===== src/rtl/ldu_pkg.sv =====
package ldu_pkg;
  typedef struct packed {
    logic reg_wr;
    logic mem_rd;
    logic mem_wr;
  } ctrl_t;
  localparam int unsigned CTRL_W = $bits(ctrl_t);
endpackage


===== src/rtl/ldu_hazard_detect.sv =====
module ldu_hazard_detect #(
  parameter int unsigned REG_AW = 5
) (
  input  logic [REG_AW-1:0] id_rs1_i,
  input  logic [REG_AW-1:0] id_rs2_i,
  input  logic              id_use_rs1_i,
  input  logic              id_use_rs2_i,
  input  logic              ex_mem_rd_i,
  input  logic [REG_AW-1:0] ex_rd_i,
  output logic              stall_o
);
  logic [1:0] hit;
  logic [REG_AW-1:0] src [2];
  logic [1:0] use_src;

  assign src[0]  = id_rs1_i;
  assign src[1]  = id_rs2_i;
  assign use_src = {id_use_rs2_i, id_use_rs1_i};

  for (genvar g = 0; g < 2; g++) begin : g_cmp
    assign hit[g] = use_src[g] && (src[g] == ex_rd_i);
  end

  // register 0 is never a real producer
  assign stall_o = ex_mem_rd_i && (ex_rd_i != '0) && (|hit);
endmodule


===== src/rtl/ldu_pc_gen.sv =====
module ldu_pc_gen #(
  parameter int unsigned PC_W    = 8,
  parameter int unsigned PC_STEP = 4
) (
  input  logic            clk_i,
  input  logic            rst_ni,
  input  logic            we_i,
  output logic [PC_W-1:0] pc_o
);
  localparam logic [PC_W-1:0] STEP = PC_W'(PC_STEP);

  always_ff @(posedge clk_i or negedge rst_ni) begin
    if (!rst_ni)   pc_o <= '0;
    else if (we_i) pc_o <= pc_o + STEP;
  end
endmodule


===== src/rtl/ldu_stage_reg.sv =====
module ldu_stage_reg #(
  parameter int unsigned W = 8
) (
  input  logic         clk_i,
  input  logic         rst_ni,
  input  logic         we_i,
  input  logic         clr_i,
  input  logic [W-1:0] d_i,
  output logic [W-1:0] q_o
);
  always_ff @(posedge clk_i or negedge rst_ni) begin
    if (!rst_ni)    q_o <= '0;
    else if (clr_i) q_o <= '0;
    else if (we_i)  q_o <= d_i;
  end
endmodule


===== src/rtl/ldu_stall_pipe.sv =====
module ldu_stall_pipe
  import ldu_pkg::*;
#(
  parameter int unsigned REG_AW  = 5,
  parameter int unsigned PC_W    = 8,
  parameter int unsigned PC_STEP = 4
) (
  input  logic              clk_i,
  input  logic              rst_ni,
  input  logic [REG_AW-1:0] if_rd_i,
  input  logic [REG_AW-1:0] if_rs1_i,
  input  logic [REG_AW-1:0] if_rs2_i,
  input  logic              if_use_rs1_i,
  input  logic              if_use_rs2_i,
  input  logic              if_regwr_i,
  input  logic              if_memrd_i,
  input  logic              if_memwr_i,
  output logic [PC_W-1:0]   pc_o,
  output logic              pc_we_o,
  output logic              ifid_we_o,
  output logic              bubble_o,
  output logic [REG_AW-1:0] ex_rd_o,
  output logic              ex_regwr_o,
  output logic              ex_memrd_o,
  output logic              ex_memwr_o,
  output logic [REG_AW-1:0] wb_rd_o,
  output logic              wb_regwr_o,
  output logic              wb_memrd_o,
  output logic              wb_memwr_o
);
  localparam int unsigned ID_W   = 3 * REG_AW + 2 + CTRL_W;
  localparam int unsigned EX_W   = REG_AW + CTRL_W;
  localparam int unsigned N_LATE = 2; // execute->memory, memory->writeback

  logic [ID_W-1:0] if_word, id_word;
  logic [REG_AW-1:0] id_rd, id_rs1, id_rs2;
  logic id_use1, id_use2;
  ctrl_t id_ctrl, ex_ctrl, wb_ctrl;
  logic [EX_W-1:0] late_q [N_LATE+1];
  logic stall;

  assign if_word = {if_rd_i, if_rs1_i, if_rs2_i, if_use_rs1_i, if_use_rs2_i,
                    if_regwr_i, if_memrd_i, if_memwr_i};
  assign {id_rd, id_rs1, id_rs2, id_use1, id_use2, id_ctrl} = id_word;

  ldu_hazard_detect #(.REG_AW(REG_AW)) u_hzd (
    .id_rs1_i     (id_rs1),
    .id_rs2_i     (id_rs2),
    .id_use_rs1_i (id_use1),
    .id_use_rs2_i (id_use2),
    .ex_mem_rd_i  (ex_ctrl.mem_rd),
    .ex_rd_i      (ex_rd_o),
    .stall_o      (stall)
  );

  assign pc_we_o   = !stall;
  assign ifid_we_o = !stall;
  assign bubble_o  = stall;

  ldu_pc_gen #(.PC_W(PC_W), .PC_STEP(PC_STEP)) u_pc (
    .clk_i  (clk_i),
    .rst_ni (rst_ni),
    .we_i   (pc_we_o),
    .pc_o   (pc_o)
  );

  ldu_stage_reg #(.W(ID_W)) u_ifid (
    .clk_i  (clk_i),
    .rst_ni (rst_ni),
    .we_i   (ifid_we_o),
    .clr_i  (1'b0),
    .d_i    (if_word),
    .q_o    (id_word)
  );

  ldu_stage_reg #(.W(EX_W)) u_idex (
    .clk_i  (clk_i),
    .rst_ni (rst_ni),
    .we_i   (1'b1),
    .clr_i  (bubble_o),
    .d_i    ({id_rd, id_ctrl}),
    .q_o    (late_q[0])
  );

  for (genvar s = 0; s < N_LATE; s++) begin : g_late
    ldu_stage_reg #(.W(EX_W)) u_stg (
      .clk_i  (clk_i),
      .rst_ni (rst_ni),
      .we_i   (1'b1),
      .clr_i  (1'b0),
      .d_i    (late_q[s]),
      .q_o    (late_q[s+1])
    );
  end

  assign {ex_rd_o, ex_ctrl} = late_q[0];
  assign {wb_rd_o, wb_ctrl} = late_q[N_LATE];
  assign ex_regwr_o = ex_ctrl.reg_wr;
  assign ex_memrd_o = ex_ctrl.mem_rd;
  assign ex_memwr_o = ex_ctrl.mem_wr;
  assign wb_regwr_o = wb_ctrl.reg_wr;
  assign wb_memrd_o = wb_ctrl.mem_rd;
  assign wb_memwr_o = wb_ctrl.mem_wr;

  a_r7_bubble_clears_ctrl: assert property (@(posedge clk_i) disable iff (!rst_ni)
    bubble_o |=> (!ex_regwr_o && !ex_memrd_o && !ex_memwr_o && ex_rd_o == '0));

  a_r9_single_stall: assert property (@(posedge clk_i) disable iff (!rst_ni)
    bubble_o |=> !bubble_o);

  a_r2_no_stall_rd0: assert property (@(posedge clk_i) disable iff (!rst_ni)
    (ex_rd_o == '0) |-> !bubble_o);

  a_r5_pc_holds: assert property (@(posedge clk_i) disable iff (!rst_ni)
    !pc_we_o |=> $stable(pc_o));

  a_r11_pc_steps: assert property (@(posedge clk_i) disable iff (!rst_ni)
    pc_we_o |=> (pc_o == $past(pc_o) + PC_W'(PC_STEP)));

  a_r4_no_stall_non_load: assert property (@(posedge clk_i) disable iff (!rst_ni)
    !ex_memrd_o |-> !bubble_o);
endmodule


===== config.mk =====
export PLATFORM = sky130hd
export DESIGN_NAME = ldu_stall_pipe
export DESIGN_NICKNAME = d
export VERILOG_FILES = /design/src/rtl/ldu_pkg.sv /design/src/rtl/ldu_hazard_detect.sv /design/src/rtl/ldu_pc_gen.sv /design/src/rtl/ldu_stage_reg.sv /design/src/rtl/ldu_stall_pipe.sv
export SDC_FILE = /design/constraint.sdc
export NUM_CORES = 1
export LEC_CHECK = 0
export CORE_UTILIZATION = 23
export CTS_CLUSTER_DIAMETER = 150
export DETAILED_ROUTE_END_ITERATION = 8
export GPL_TIMING_DRIVEN = 0
export HOLD_SLACK_MARGIN = 0.1
export PLACE_DENSITY = 0.46
export SYNTH_ARGS = -nofsm -noshare
export SYNTH_HDL_FRONTEND = slang
export SYNTH_SLANG_ARGS = --single-unit

===== constraint.sdc =====
create_clock -name clk_i -period 6.9 [get_ports clk_i]
set_clock_uncertainty 0.2 [all_clocks]
set_input_delay 1.38 -clock clk_i [delete_from_list [all_inputs] [get_ports clk_i]]
set_output_delay 1.38 -clock clk_i [all_outputs]
set_load 0.01 [all_outputs]

==> metrics.cfg <==
[floorplanning]
rows=32
die_w_um=93.3
initial_core_util_pct=24.3
die_h_um=93.3
dieArea_um2=8700
ioPinCount=49
core_um2=7890

[pwr]
combPwrFrac_pct=19.8
p_int_uw=570
swShare_pct=24.3
max-vdd-ir-drop_mv=0.0939
leakagePower_uw=0.00118
p_seq_share_pct=48.2
total_power_uw=753
power.net_switching_uw=183
clkPwrFrac_pct=31.9
cellPowerDensity_nw_per_um2=283

[synth]
synthCells=116
synthesis.area_um2=1920
yosys_warnings=0
synth_area_leaders=dfrtp_1 (65%), mux2_4 (15%), xor2_1 (4.1%)
synth_top_area_share_pct=65.3
yosysUniqueCellTypes=22
ys_ff_latch=50
yosysTopAreaCell=dfrtp_1
syn_avg_cell_area_um2=16.5
ys_seq_area_share_pct=65.3

[global_route]
grt_max_degree=33
grt_pass1_vias=1095
overflow=0
grt_pass1_wl_um=5750
grt.total_usage_pct=9.00
antenna_found_initial=0

[placement]
gp_congestion=0.725
dp_hpwl_um=2650
io_buffers=46
postPlaceCellArea_um2=2520
dp_slack_ns=2.87

[worst_setup_path]
crit_fanout=11
required_ns=5.32
cp.buffers_inverters=4
startpoint_type=flip-flop
critPathKind=flip-flop to output port
cp-end-kind=output port
critical_path.top_delay_family=buffers and inverters
cp.arrival_ns=2.74
worstPathCellList=or4_1, o21ai_2, or2_1, buf_6, buf_2, buf_4, clkdlybuf4s50_1
crit_slowest_cell=or4_1
slowest_delay_ns=0.57

[sta]
post-route-period-util_pct=62.5
final_hold_viol_count=0
setup_viol=0
max_freq_mhz=232
hold_ws_ns=0.154
finalSetupTns_ns=0
timing.final.crit_period_ns=4.32
setup_ws_ns=2.58
rsz0062_at_grt=no
slew_violations=0

[route]
remaining_drc_errors=0
final_antenna_net_count=0
first_iter_violations=23
routedWlPerCell_um=13.4
via_per_inst=3.84
firstDrtPassIters=4
wl_um=3670
dr_total_vias=1052

[clock_network]
post-cts-setup-buffers=0
cts_resized=0
ctsHoldBuffers=0
cts_root_buffer=clkbuf_8
clk_pin_slew_ns=0.09
cts_tree=done
clock_path_buffers=2
cts_inserted_buffers=5
clock_sinks=50
clk_latency_ns=0.30
h-tree-depth=2

[final_layout]
fin_nets=194
n_fill_cell=774
diodes=0
layout-drive-gt1-share_pct=22.1
design_area_um2=2660
synthToLayoutAreaGrowth_pct=38.8

[hold_path]
hold_path_class=flip-flop to flip-flop

[outcome]
status=complete, no violations

[run]
cap_violations=0

## worst paths after layout
check | startpoint | endpoint | slack (ns) | depth (start not counted)
setup / recovery | u_idex.q_o[4] | pc_we_o | 2.58 | 7
max in group asynchronous | rst_ni | u_idex.q_o[5] | 5.18 | 2
setup reg to reg | u_idex.q_o[3] | u_ifid.q_o[14] | 4.52 | 7
hold / removal | g_late[0].u_stg.q_o[4] | g_late[1].u_stg.q_o[4] | 0.15 | 0
min in group asynchronous | rst_ni | g_late[1].u_stg.q_o[2] | 0.81 | 1
hold reg to reg | g_late[0].u_stg.q_o[4] | g_late[1].u_stg.q_o[4] | 0.15 | 0
## cells by family after synthesis
group	count (synthesis)	synth area share [%]
flip-flops	50	65.3
multiplexers	21	16.1
XOR/XNOR	15	6.85
AND/OR/NAND/NOR	14	5.09
buffers and inverters	8	3.39
AO/OA/AOI/OAI	6	2.48
adder cells (fa/ha/maj)	1	0.653
other	1	0.196
## cell type report
class	count	area (um^2)	area share, %
multi-input combinational	59	604	22.7
buffer	7	61.3	2.30
tap	102	128	4.80
timing repair buffer	47	475	17.9
inverter	1	3.75	0.141
sequential	50	1250	47.0
clock buffer	5	68.8	2.59
clock inverter	3	68.8	2.59
## per-stage QoR
step	util, %	std cells
floorplan	-	117
global placement	31.8	265
detailed placement	32.0	266
CTS	33.7	274
global route	33.7	274
finish	33.7	274
## synthesized netlist by cell type (all sizes together)
master / n
xor2: 9
mux2: 21
o211ai: 1
inv: 1
nor4: 2
a32oi: 1
and4: 1
o21ai: 2
o2111ai: 2
and2: 9
or4: 1
buf: 7
or2: 1
dfrtp: 50
ha: 1
conb: 1
xnor2: 6
## cell usage in the layout (no fill, tap or decap)
cell type	n
a32oi_1	1
and2_1	9
and4_1	1
buf_12	1
buf_2	2
buf_4	3
buf_6	3
bufinv_16	2
clkbuf_8	5
clkdlybuf4s50_1	45
clkinv_4	1
conb_1	2
dfrtp_1	50
ha_1	1
inv_1	1
mux2_1	2
mux2_4	19
nor4_1	1
nor4_2	1
o2111ai_1	2
o211ai_1	1
o21ai_0	1
o21ai_2	1
or2_1	1
or4_1	1
xnor2_1	6
xor2_1	9
## state kept, by name (all words and copies together) (netlist names)
name and cells:
u_ifid.q_o 20, g_late.u_stg.q_o 16, u_idex.q_o 8, u_pc.pc_o 6
## routing by layer
| metal | wire, um | up-vias | track usage, % |
|---|---|---|---|
| li1 | - | 490 | - |
| met1 | 1730 | 526 | 11.6 |
| met2 | 1680 | 34 | 13.8 |
| met3 | 239 | 2 | 3.25 |
| met4 | 21 | 0 | 3.46 |
| met5 | 0 | - | 0 |
## power by group through the flow
stage	Combinational, uW	Clock [uW]	Sequential, uW
global route	163	261	370
finish	149	240	363
detailed placement	151	0	371
global placement	149	0	368
floorplan	58.8	0	374
CTS	152	250	365
No activity file was read; power rests on OpenSTA's default activity.
